## src/rtl/halt_wake_pkg.sv

```systemverilog
package halt_wake_pkg;

    typedef enum logic [1:0] {
        PM_ACTIVE   = 2'd0,
        PM_IDLE     = 2'd1,
        PM_PDOWN    = 2'd2,
        PM_PDOWN_B  = 2'd3
    } pwr_mode_e;

    typedef enum logic [2:0] {
        TS_IDLE = 3'd0,
        TS_T1   = 3'd1,
        TS_T2   = 3'd2,
        TS_T3   = 3'd3,
        TS_T4   = 3'd4,
        TS_SUSP = 3'd5
    } tstate_e;

    localparam logic [2:0] STAT_HALT    = 3'b011;
    localparam logic [2:0] STAT_PASSIVE = 3'b111;

    // wake source index: 0 interrupt, 1 hold, 2 dma, 3 refresh
    localparam int WAKE_N = 4;
    localparam int CAUSE_W = $clog2(WAKE_N);

    function automatic logic [CAUSE_W-1:0] wake_pick(input logic [WAKE_N-1:0] v);
        logic [CAUSE_W-1:0] r;
        r = '0;
        for (int i = WAKE_N - 1; i >= 0; i--) begin
            if (v[i]) r = CAUSE_W'(i);
        end
        return r;
    endfunction

endpackage

```

## src/rtl/hw_wake_qual.sv

```systemverilog
module hw_wake_qual
    import halt_wake_pkg::*;
(
    input  logic [1:0]        pwr_mode,
    input  logic [WAKE_N-1:0] src,
    output logic [WAKE_N-1:0] qual
);
    logic mode_allows_bus;

    // powerdown is any mode with the upper bit set
    assign mode_allows_bus = (pwr_mode == PM_ACTIVE) || (pwr_mode == PM_IDLE);

    for (genvar i = 0; i < WAKE_N; i++) begin : g_src
        if (i == 0) begin : g_irq
            assign qual[i] = src[i];
        end else begin : g_bus
            assign qual[i] = src[i] & mode_allows_bus;
        end
    end
endmodule

```

## src/rtl/hw_bus_drive.sv

```systemverilog
module hw_bus_drive #(
    parameter int UPPER_W = 4
) (
    input  logic               clk,
    input  logic               rst_n,
    input  logic               bus_idle,
    input  logic               in_t1,
    input  logic               cyc_end,
    input  logic               cyc_wr,
    input  logic [UPPER_W-1:0] cyc_upper,
    output logic               ad_oe,
    output logic [UPPER_W-1:0] upper_addr
);
    typedef struct packed {
        logic               last_wr;
        logic [UPPER_W-1:0] last_upper;
    } hist_t;

    hist_t hist_d, hist_q;

    always_comb begin
        hist_d = hist_q;
        if (bus_idle && cyc_end) begin
            hist_d.last_wr    = cyc_wr;
            hist_d.last_upper = cyc_upper;
        end
    end

    always_ff @(posedge clk or negedge rst_n) begin
        if (!rst_n) hist_q <= '0;
        else        hist_q <= hist_d;
    end

    assign ad_oe      = in_t1 & hist_q.last_wr;
    assign upper_addr = hist_q.last_upper;
endmodule

```

## src/rtl/hw_halt_seq.sv

```systemverilog
module hw_halt_seq
    import halt_wake_pkg::*;
(
    input  logic               clk,
    input  logic               rst_n,
    input  logic               halt_req,
    input  logic [WAKE_N-1:0]  qual,
    output logic [2:0]         tstate,
    output logic [2:0]         bus_status,
    output logic               cs_inhibit,
    output logic               eu_suspend,
    output logic               bus_idle,
    output logic               in_t1,
    output logic               resume,
    output logic [CAUSE_W-1:0] wake_cause
);
    typedef struct packed {
        tstate_e            ts;
        logic [WAKE_N-1:0]  pend;
        logic               resume;
        logic [CAUSE_W-1:0] cause;
    } seq_t;

    seq_t seq_d, seq_q;
    logic [WAKE_N-1:0] wake_any;

    assign wake_any = seq_q.pend | qual;

    always_comb begin
        seq_d        = seq_q;
        seq_d.resume = 1'b0;
        unique case (seq_q.ts)
            TS_IDLE: if (halt_req) seq_d.ts = TS_T1;
            TS_T1: begin
                seq_d.ts   = TS_T2;
                seq_d.pend = wake_any;
            end
            TS_T2: begin
                seq_d.ts   = TS_T3;
                seq_d.pend = wake_any;
            end
            TS_T3: begin
                seq_d.ts   = TS_T4;
                seq_d.pend = wake_any;
            end
            TS_T4: begin
                seq_d.ts   = TS_SUSP;
                seq_d.pend = wake_any;
            end
            TS_SUSP: begin
                if (|wake_any) begin
                    seq_d.ts     = TS_IDLE;
                    seq_d.resume = 1'b1;
                    seq_d.cause  = wake_pick(wake_any);
                    seq_d.pend   = '0;
                end
            end
            default: seq_d.ts = TS_IDLE;
        endcase
    end

    always_ff @(posedge clk or negedge rst_n) begin
        if (!rst_n) begin
            seq_q.ts     <= TS_IDLE;
            seq_q.pend   <= '0;
            seq_q.resume <= 1'b0;
            seq_q.cause  <= '0;
        end else begin
            seq_q <= seq_d;
        end
    end

    assign tstate     = seq_q.ts;
    assign in_t1      = (seq_q.ts == TS_T1);
    assign bus_idle   = (seq_q.ts == TS_IDLE);
    assign bus_status = in_t1 ? STAT_HALT : STAT_PASSIVE;
    assign cs_inhibit = (seq_q.ts == TS_T1) || (seq_q.ts == TS_T2) ||
                        (seq_q.ts == TS_T3) || (seq_q.ts == TS_T4);
    assign eu_suspend = !bus_idle;
    assign resume     = seq_q.resume;
    assign wake_cause = seq_q.cause;
endmodule

```

## src/rtl/halt_wake_ctrl.sv

```systemverilog
module halt_wake_ctrl
    import halt_wake_pkg::*;
#(
    parameter int UPPER_W = 4
) (
    input  logic               clk,
    input  logic               rst_n,
    input  logic               halt_req,
    input  logic [1:0]         pwr_mode,
    input  logic               irq,
    input  logic               hold_req,
    input  logic               dma_req,
    input  logic               refresh_req,
    input  logic               cyc_end,
    input  logic               cyc_wr,
    input  logic [UPPER_W-1:0] cyc_upper,
    output logic [2:0]         tstate,
    output logic [2:0]         bus_status,
    output logic               ad_oe,
    output logic [UPPER_W-1:0] upper_addr,
    output logic               cs_inhibit,
    output logic               eu_suspend,
    output logic               resume,
    output logic [1:0]         wake_cause
);
    logic [WAKE_N-1:0] src_vec;
    logic [WAKE_N-1:0] qual_vec;
    logic              bus_idle;
    logic              in_t1;

    assign src_vec = {refresh_req, dma_req, hold_req, irq};

    hw_wake_qual u_qual (
        .pwr_mode (pwr_mode),
        .src      (src_vec),
        .qual     (qual_vec)
    );

    hw_halt_seq u_seq (
        .clk        (clk),
        .rst_n      (rst_n),
        .halt_req   (halt_req),
        .qual       (qual_vec),
        .tstate     (tstate),
        .bus_status (bus_status),
        .cs_inhibit (cs_inhibit),
        .eu_suspend (eu_suspend),
        .bus_idle   (bus_idle),
        .in_t1      (in_t1),
        .resume     (resume),
        .wake_cause (wake_cause)
    );

    hw_bus_drive #(.UPPER_W(UPPER_W)) u_drive (
        .clk        (clk),
        .rst_n      (rst_n),
        .bus_idle   (bus_idle),
        .in_t1      (in_t1),
        .cyc_end    (cyc_end),
        .cyc_wr     (cyc_wr),
        .cyc_upper  (cyc_upper),
        .ad_oe      (ad_oe),
        .upper_addr (upper_addr)
    );
endmodule

```

## config.mk

```make
export PLATFORM = sky130hd
export DESIGN_NAME = halt_wake_ctrl
export DESIGN_NICKNAME = d
export VERILOG_FILES = /design/src/rtl/halt_wake_pkg.sv /design/src/rtl/hw_wake_qual.sv /design/src/rtl/hw_bus_drive.sv /design/src/rtl/hw_halt_seq.sv /design/src/rtl/halt_wake_ctrl.sv
export SDC_FILE = /design/constraint.sdc
export NUM_CORES = 1
export LEC_CHECK = 0
export BUFFER_PORTS_ARGS = -buffer_cell sky130_fd_sc_hd__buf_2
export CAP_MARGIN = 20
export CORE_UTILIZATION = 41
export CTS_CLUSTER_SIZE = 12
export DETAILED_ROUTE_END_ITERATION = 16
export PLACE_DENSITY = 0.7
export SETUP_SLACK_MARGIN = 0.5
export SYNTH_ARGS = -nofsm -noshare
export SYNTH_HDL_FRONTEND = slang
export SYNTH_SLANG_ARGS = --single-unit
```

## constraint.sdc

```tcl
create_clock -name clk -period 1.5 [get_ports clk]
set_input_delay 0.075 -clock clk [delete_from_list [all_inputs] [get_ports clk]]
set_output_delay 0.075 -clock clk [all_outputs]
set_load 0.01 [all_outputs]
```

==> results of run 1 <==
[what timing repair did]
| action | 4_1_cts | 5_1_grt |
|---|---|---|
| buffers inserted | 4 | 8 |
| gates resized for setup | 8 | 21 |
| endpoints found under the hold margin | 15 | 0 |
| pin swaps | 6 | 6 |
| hold buffers | 1 | 0 |
| endpoints found under the setup margin | 20 | 21 |
[power breakdown]
part           internal (mW)  switching [mW]  total [mW]  leakage (nW)
Combinational          0.732           0.581        1.31         0.350
Sequential             0.578           0.145       0.723         0.172
Clock                  0.103           0.124       0.227        0.0150
[flip-flops by register name, indices dropped and copies added, names as in the netlist]
name / flops
u_seq.tstate: 3
u_seq.wake_cause: 2
u_drive.upper_addr: 4
u_seq.seq_q: 4
u_drive.hist_q: 1
u_seq.resume: 1
[cells by family (layout without fill, tap and decap cells)]
group / after synthesis / count (layout) / synth area share
compound gates: 14 / 14 / 0.124
xor+xnor: 2 / 2 / 0.0229
buf+inv: 16 / 49 / 0.136
flops: 15 / 15 / 0.491
mux: 4 / 4 / 0.0589
other cells: 1 / 2 / 0.00491
simple gates: 26 / 26 / 0.162
[area by class of cell]
type	instances	area, um^2
clock buffers	4	26.3
fillers	146	607
inverters	3	11.3
multi-input cells	48	405
flip-flops and latches	15	378
well taps	25	31.3
repair buffers	42	287
[cells in the final DEF (no fill, tap or decap), types with 2 or more instances in the layout]
master    instances
nor2_1            8
a21oi_1           2
dfrtp_1          13
o21ai_2           3
nand2_1           2
nor2_2            2
nor2_4            3
nor3_1            2
mux2_4            4
conb_1            2
buf_2            26
a21oi_2           3
dfrtp_2           2
buf_6             9
clkbuf_4          3
buf_4             6
inv_1             3
[Yosys cell counts]
cell       instances
conb_1             1
nor2_1            12
nor3_1             2
buf_4             11
o31ai_1            1
a31oi_1            1
and2b_1            1
o21ai_0            3
a211oi_1           1
and3_1             1
a2111oi_2          1
buf_2              2
or2_4              1
nand2b_1           2
a21oi_1            5
dfrtp_1           15
o41a_1             1
inv_1              3
nand2_1            4
nor2b_1            2
nor2_2             1
mux2_2             4
xnor2_1            2
o21a_1             1
[worst register-to-register path, cell delays in order, from the launching register on]
cell     delay, ps
dfrtp_1        390
or2_4          230
o41a_1         400
o31ai_1        260
[layer usage]
metal / vias to the layer above / share of wire
met1: 295 / 0.45
met3: 5 / 0.044
li1: 315 / -
met2: 17 / 0.49
met5: - / 0
met4: 0 / 0.017
[per-stage QoR]
| stage | util | std cells |
|---|---|---|
| after global routing | 0.652 | 137 |
| after CTS | 0.571 | 129 |
| after floorplan | - | 79 |
| after global placement | 0.515 | 120 |
| final | 0.652 | 137 |
| after detailed placement | 0.515 | 120 |
[worst max path at each step]
stage / start / end / slack [ps] / cells after the start
after floorplan: u_seq.tstate[1] / u_drive.upper_addr[0] / 200 / 5
after global placement: u_seq.seq_q[4] / u_seq.tstate[0] / 190 / 3
after detailed placement: u_seq.seq_q[4] / u_seq.tstate[0] / 150 / 3
after CTS: u_seq.seq_q[4] / u_seq.tstate[0] / 150 / 3
after global routing: u_seq.seq_q[5] / u_seq.tstate[2] / 40 / 4
final: u_seq.seq_q[4] / u_seq.tstate[2] / 110 / 3
==> metrics.cfg, run 1 <==
[placement]
numPortBuffers=27
dp_slack_ps=154
post_dp_cell_area_um2=898
place_congestion=0.740

[global_route]
antenna_found_initial=0
grt_use_met3=0.0600
use_met2=0.223
met1_usage=0.206
top_usage_layer=met2
track_usage=0.156
overflow=0
grt_max_degree=16
grt_pass1_vias=524
grt_pass1_wl_um=2170

[route]
drt-total-wl_um=1690
via_per_inst=4.61
ant_nets=0
drt_iter0_markers=4
drt-pass1-iter-count=4
vias=632
drc=0
wl_per_cell_um=12.3

[timing]
fmax_mhz=718
min_period_ps=1390
tns_ps=0
setup_viol=0
period_share=0.929
hold_violations=0
skew_ps=1.92
hold-worst-slack_ps=18.0
worst_slack_ps=107
rsz0062_at_grt=true
maxSlewViolCount=0

[clock_tree]
h-tree-depth=1
cts_sinks=15
cts_buffers=3
clockBufferDepth=2
cts_tree=yes
path_clk_slew_ps=80
cts-root-buf=clkbuf_4
insertion_delay_ps=280

[setup_path]
cp_max_fo=2
reg2reg_depth=3
critPathKind=flop to flop
arrival_ps=1560
timing.rr.end=u_seq.tstate[2]
r2r_start=u_seq.seq_q[4]
start_kind=flop
crit_buf_inv=0
critPathCaptureType=flop
crit_path_max_incr_delay_ps=400
worst_ep_required_time_ps=1670
cp_slowest_cell=o41a_1
crit_chain=or2_4, o41a_1, o31ai_1
critPathTopFamily=compound AO/OA/AOI/OAI gates
r2r_slack_ps=110

[floorplan]
die_h_um=45.2
ios=31
die_w_um=45.2
die_area_mm2=0.00204
rows=15
design.core.area_mm2=0.00175
start_util=0.438

[pwr]
leakage_nw=0.537
power_density_mw_per_mm2=1990
vdd_drop_max_uv=1120
power_mw=2.26

[cells_and_area]
fin_area_mm2=0.00114
layout.nets=128
n_antenna_cell=0
area_delta_synth_final_pct=48.9
drive_gt1_frac=0.625

[synth]
syn_area_um2=764
synth_area_per_cell_um2=9.80
synthTopCellsByArea=dfrtp_1, buf_4, mux2_2, nor2_1, a21oi_1
synth_cell_type_count=24
syn_inst=78
synth_area_leader_cell=dfrtp_1
synth_top_area_share=0.491
yosysWarnings=0
synth_seq_area_share=0.491
yosys_register_bits=15

[min_path]
min-delay-start=cyc_wr
min_path_cells=3
hold_class=primary input to flop
hold_end=u_drive.hist_q[4]

[job]
cap_violations=0

[outcome]
status=complete, no violations

Power figures use the tool's default switching activity.
==> run 2, diff against run 1 <==
- CORE_UTILIZATION: 41 -> 49
- PLACE_DENSITY: 0.7 -> 0.79
- clock period: 1.5 -> 1.8 ns (I/O delays scaled with it)
==> run 2 against run 1 <==
Non-clock buffer count shrank 4. Cell area shrank 10%. Critical endpoint is now u_seq.tstate[0]. Hold slack gained 22 ps. Sequential cell count is the same. Setup slack gained 340 ps. Fmax grew 2.6%. Global-route usage grew 2.8 points. Cell count shrank 10%.
==> metrics.cfg, run 2 (synthesis results as in run 1) <==
[floorplan]
rows=13  ; -2
ios=31  ; unchanged
design.core.area_mm2=0.00138  ; -21%
die_area_mm2=0.00172  ; -16%
die_h_um=41.5  ; -8.1%
die_w_um=41.5  ; -8.1%
start_util=0.553  ; +0.115

[setup_path]
crit_path_max_incr_delay_ps=410  ; about the same
cp_slowest_cell=o41a_1
critPathKind=flop to flop
r2r_slack_ps=440  ; +340 ps
crit_chain=or2_4, o41a_1, a2111oi_2
arrival_ps=1540  ; -20 ps
worst_ep_required_time_ps=1980  ; +310 ps
critPathTopFamily=compound AO/OA/AOI/OAI gates
start_kind=flop
critPathCaptureType=flop
cp_max_fo=2  ; unchanged
crit_buf_inv=0  ; unchanged

[pwr]
p_seq_frac=0.345  ; +0.025
power.switching_fraction=0.371  ; -0.00449
clockPowerShare=0.110  ; +0.010
pwr-share-comb=0.545  ; -0.035
leakage_nw=0.491  ; -8.5%
p_int_mw=1.10  ; -22%
power_density_mw_per_mm2=1700  ; -14%
switchingPower_uw=647  ; -24%
vdd_drop_max_uv=1130  ; +0.72%

[placement]
place_congestion=0.776  ; +4.9%
dp_cells=108  ; -10%
dpl.hpwl_um=962
numPortBuffers=27  ; unchanged

[clock_tree]
cts_buffers=3  ; unchanged
cts-root-buf=clkbuf_4
insertion_delay_ps=290  ; about the same
clockBufferDepth=2  ; unchanged
cts_tree=yes
path_clk_slew_ps=90  ; about the same
h-tree-depth=1  ; unchanged
cts_sinks=15  ; unchanged

[route]
wl_per_cell_um=13.0  ; +5.5%
drt-total-wl_um=1600  ; -5.3%
vias=630  ; -0.32%
drt_iter0_markers=1  ; -3
drc=0  ; unchanged
via_per_inst=5.12  ; +11%
drt-pass1-iter-count=2  ; -2
ant_nets=0  ; unchanged

[cells_and_area]
multi_input_area_um2=348  ; -14%
final_core_util=0.740  ; +0.0879
n_antenna_cell=0  ; unchanged
layout_commonest_cell=buf_2
stdcell_count=123  ; -10%
layout.nets=124  ; -3.1%
final_cell_mix=buf_2, dfrtp_1, nor2_1
area_delta_synth_final_pct=33.9
drive_gt1_frac=0.509  ; -0.116
seq_area_um2=379  ; +0.33%
n_fill_cell=99  ; -32%

[timing]
fmax_mhz=737  ; +2.6%
setup_viol=0  ; unchanged
hold-worst-slack_ps=40.0  ; +22.0 ps
skew_ps=5.62  ; +3.70 ps
rsz0062_at_grt=true
min_period_ps=1360  ; -35.7 ps
hold_violations=0  ; unchanged
maxSlewViolCount=0  ; unchanged
period_share=0.754  ; -0.175
tns_ps=0  ; unchanged

[global_route]
overflow=0  ; unchanged
track_usage=0.184  ; +0.0282
grt_pass1_vias=576  ; +9.9%
antenna_found_initial=0  ; unchanged
grt_pass1_wl_um=2330  ; +7.3%
grt_max_degree=16  ; unchanged

[min_path]
hold_class=primary input to flop

[outcome]
status=complete, no violations

[job]
cap_violations=0  ; unchanged

==> run 2: final timing paths <==
path / start / end / depth (start not counted)
setup / recovery: u_seq.seq_q[4] / u_seq.tstate[0] / 3
hold / removal: cyc_upper[1] / u_drive.upper_addr[1] / 2
setup reg to reg: u_seq.seq_q[4] / u_seq.tstate[0] / 3
hold reg to reg: u_seq.seq_q[4] / u_seq.seq_q[4] / 2
max in group asynchronous: rst_n / u_seq.tstate[1] / 2
min in group asynchronous: rst_n / u_seq.seq_q[3] / 2
==> run 2: cell type report <==
cell class,instances,area share
Timing Repair Buffer,38,0.233
Clock buffer,3,0.0220
Inverter,3,0.0110
Tap cell,15,0.0183
Sequential cell,15,0.370
Multi-Input combinational cell,48,0.340
Clock inverter,1,0.00489
==> run 2: timing repair <==
item / CTS / global route
setup buffers: 7 / 3
setup endpoints to repair: 9 / 10
hold buffers: 1 / 0
pin swaps: 0 / 3
hold endpoints to repair: 15 / 0
gates resized for setup: 6 / 7
==> run 2: metal layers <==
layer / global-route usage / vias up / routed length [um]
met5: 0 / - / 0
met2: 0.328 / 18 / 805
met4: 0.0968 / 0 / 40
met1: 0.193 / 300 / 684
met3: 0.0522 / 4 / 73
li1: - / 308 / -
==> run 2: power groups by stage <==
stage	clock network, mW	registers [mW]	logic [mW]
finish	0.191	0.603	0.951
CTS	0.192	0.596	0.768
detailed placement	0	0.616	0.618
global placement	0	0.604	0.611
floorplan	0	0.568	0.611
global route	0.212	0.621	1.02
==> run 2: per-stage QoR <==
stage               total power, mW  worst slack, ps  cell area (um^2)
floorplan                      1.18              485               793
global placement               1.21              462               842
detailed placement             1.23              452               842
CTS                            1.56              452               951
global route                   1.85              340              1020
finish                         1.74              443              1020
==> run 3, diff against run 2 <==
- CORE_UTILIZATION: 49 -> 41
- PLACE_DENSITY: 0.79 -> 0.7
- clock period: 1.8 -> 1.15 ns (I/O delays scaled with it)
==> run 3 against run 2 <==
The flow now finishes with violations (negative hold slack, negative setup slack). Clock-buffer cell count up 1. Die area up 19%. Global-route usage up 3.4 points. Sequential share of layout area down 9.1 points. Cell area up 32%. Cell count up 24%. Clock power up 61%. Critical path depth unchanged. Critical endpoint is now u_seq.tstate[2]. Largest power group unchanged.
==> metrics.cfg, run 3 (synthesis results as in run 1) <==
[clock_tree]
cts_hold_buf=2  ; +1
cts_tree=yes
cts_buffers=3  ; unchanged
cts-root-buf=clkbuf_4
clockBufferDepth=2  ; unchanged
insertion_delay_ps=280  ; about the same
cts_sinks=15  ; unchanged
path_clk_slew_ps=90  ; about the same
h-tree-depth=1  ; unchanged

[floorplan]
rows=15  ; +2
die_w_um=45.2  ; +8.9%
start_util=0.438  ; -0.115
die_area_mm2=0.00204  ; +19%
die_h_um=45.2  ; +8.9%
ios=31  ; unchanged
design.core.area_mm2=0.00175  ; +26%

[cells_and_area]
area_delta_synth_final_pct=77.1
n_antenna_cell=0  ; unchanged
fin_area_mm2=0.00135  ; +32%
final_cell_mix=buf_6, buf_2, buf_4, dfrtp_1, nor2_1
drive_gt1_frac=0.709  ; +0.199
stdcell_count=152  ; +24%
final_core_util=0.776  ; +0.0354
layout.nets=143  ; +15%
layout_commonest_cell=buf_6

[placement]
dp_slack_ps=-155  ; -607 ps
post_dp_cell_area_um2=982  ; +17%
place_congestion=0.802  ; +3.4%
numPortBuffers=27  ; unchanged
dp_cells=131  ; +21%
dpl.hpwl_um=1110  ; +16%

[setup_path]
arrival_ps=1580  ; +40 ps
timing.rr.end=u_seq.tstate[2]
crit_path_max_incr_delay_ps=400  ; about the same
critPathTopFamily=compound AO/OA/AOI/OAI gates
critPathCaptureType=flop
crit_buf_inv=0  ; unchanged
cp_slowest_cell=o41a_1
r2r_slack_ps=-260  ; -700 ps
critPathKind=flop to flop
cp-endpoint=u_seq.tstate[2]
reg2reg_depth=3  ; unchanged
worst_ep_required_time_ps=1330  ; -650 ps
crit_cells=3  ; unchanged
cp_max_fo=2  ; unchanged
r2r_start=u_seq.seq_q[4]
crit_chain=or2_4, o41a_1, o31ai_1
start_kind=flop
crit_path_start=u_seq.seq_q[4]

[route]
vias=721  ; +14%
via_per_inst=4.74  ; -7.4%
ant_nets=0  ; unchanged
drc=0  ; unchanged
drt-total-wl_um=2190  ; +37%
wl_per_cell_um=14.4  ; +10%
drt_iter0_markers=8  ; +7
drt-pass1-iter-count=4  ; +2

[global_route]
track_usage=0.218  ; +0.0343
grt_max_degree=16  ; unchanged
grt_pass1_wl_um=3070  ; +32%
overflow=0  ; unchanged
grt_pass1_vias=698  ; +21%
antenna_found_initial=0  ; unchanged

[pwr]
leakage_nw=0.649  ; +32%
power_mw=3.61  ; +110%
power_density_mw_per_mm2=2670  ; +57%
vdd_drop_max_uv=1930  ; +71%

[timing]
fmax_mhz=711  ; -3.5%
setup_viol=18  ; +18
min_period_ps=1410  ; +49.4 ps
maxSlewViolCount=0  ; unchanged
hold_violations=1  ; +1
skew_ps=1.73  ; -3.88 ps
worst_slack_ps=-257  ; -699 ps
hold-worst-slack_ps=-0.0897  ; -40.1 ps
rsz0062_at_grt=true
period_share=1.22  ; +0.469

[min_path]
hold_class=primary input to flop

[outcome]
status=complete, but fails checks
violations=negative hold slack, negative setup slack

[job]
cap_violations=0  ; unchanged

[run 3: final cells by class]
| cell class | count | area [um^2] |
|---|---|---|
| Multi-Input combinational cell | 48 | 442 |
| Timing Repair Buffer | 57 | 465 |
| Fill cell | 120 | 392 |
| Clock buffer | 4 | 26.3 |
| Tap cell | 25 | 31.3 |
| Inverter | 3 | 11.3 |
| Sequential cell | 15 | 378 |
[run 3: worst min path at each step]
stage | startpoint | end | slack [ps] | cells past startpoint
floorplan | rst_n | u_drive.hist_q[4] | -240 | 0
global placement | rst_n | u_drive.upper_addr[2] | -30 | 1
detailed placement | rst_n | u_drive.upper_addr[2] | -20 | 1
CTS | cyc_upper[2] | u_drive.upper_addr[2] | -7 | 2
global route | cyc_upper[3] | u_drive.upper_addr[3] | 0.4 | 2
finish | cyc_upper[2] | u_drive.upper_addr[2] | -0.09 | 2
[run 3: stage by stage]
| stage | setup TNS (ps) | hold WS, ps |
|---|---|---|
| floorplan | -891 | -238 |
| global placement | -517 | -28.5 |
| detailed placement | -570 | -22.9 |
| CTS | -1120 | -7.18 |
| global route | -2640 | 0.379 |
| finish | -1890 | -0.0897 |
[run 3: layer usage]
layer | global-route usage | wire (um) | up-vias
li1 | - | - | 348
met1 | 0.292 | 1050 | 340
met2 | 0.322 | 1020 | 29
met3 | 0.0520 | 89 | 4
met4 | 0.121 | 28 | 0
met5 | 0 | 0 | -
[run 3: repair_timing]
| item | in CTS | in global routing |
|---|---|---|
| setup endpoints to repair | 29 | 29 |
| gates resized for setup | 38 | 11 |
| endpoints found under the hold margin | 19 | 4 |
| pin swaps | 11 | 8 |
| setup buffers | 8 | 7 |
[run 3: report_power, final]
group	switching (mW)	internal (mW)	total (mW)
registers	0.150	0.755	0.905
logic	1.01	1.39	2.40
clock network	0.173	0.135	0.308
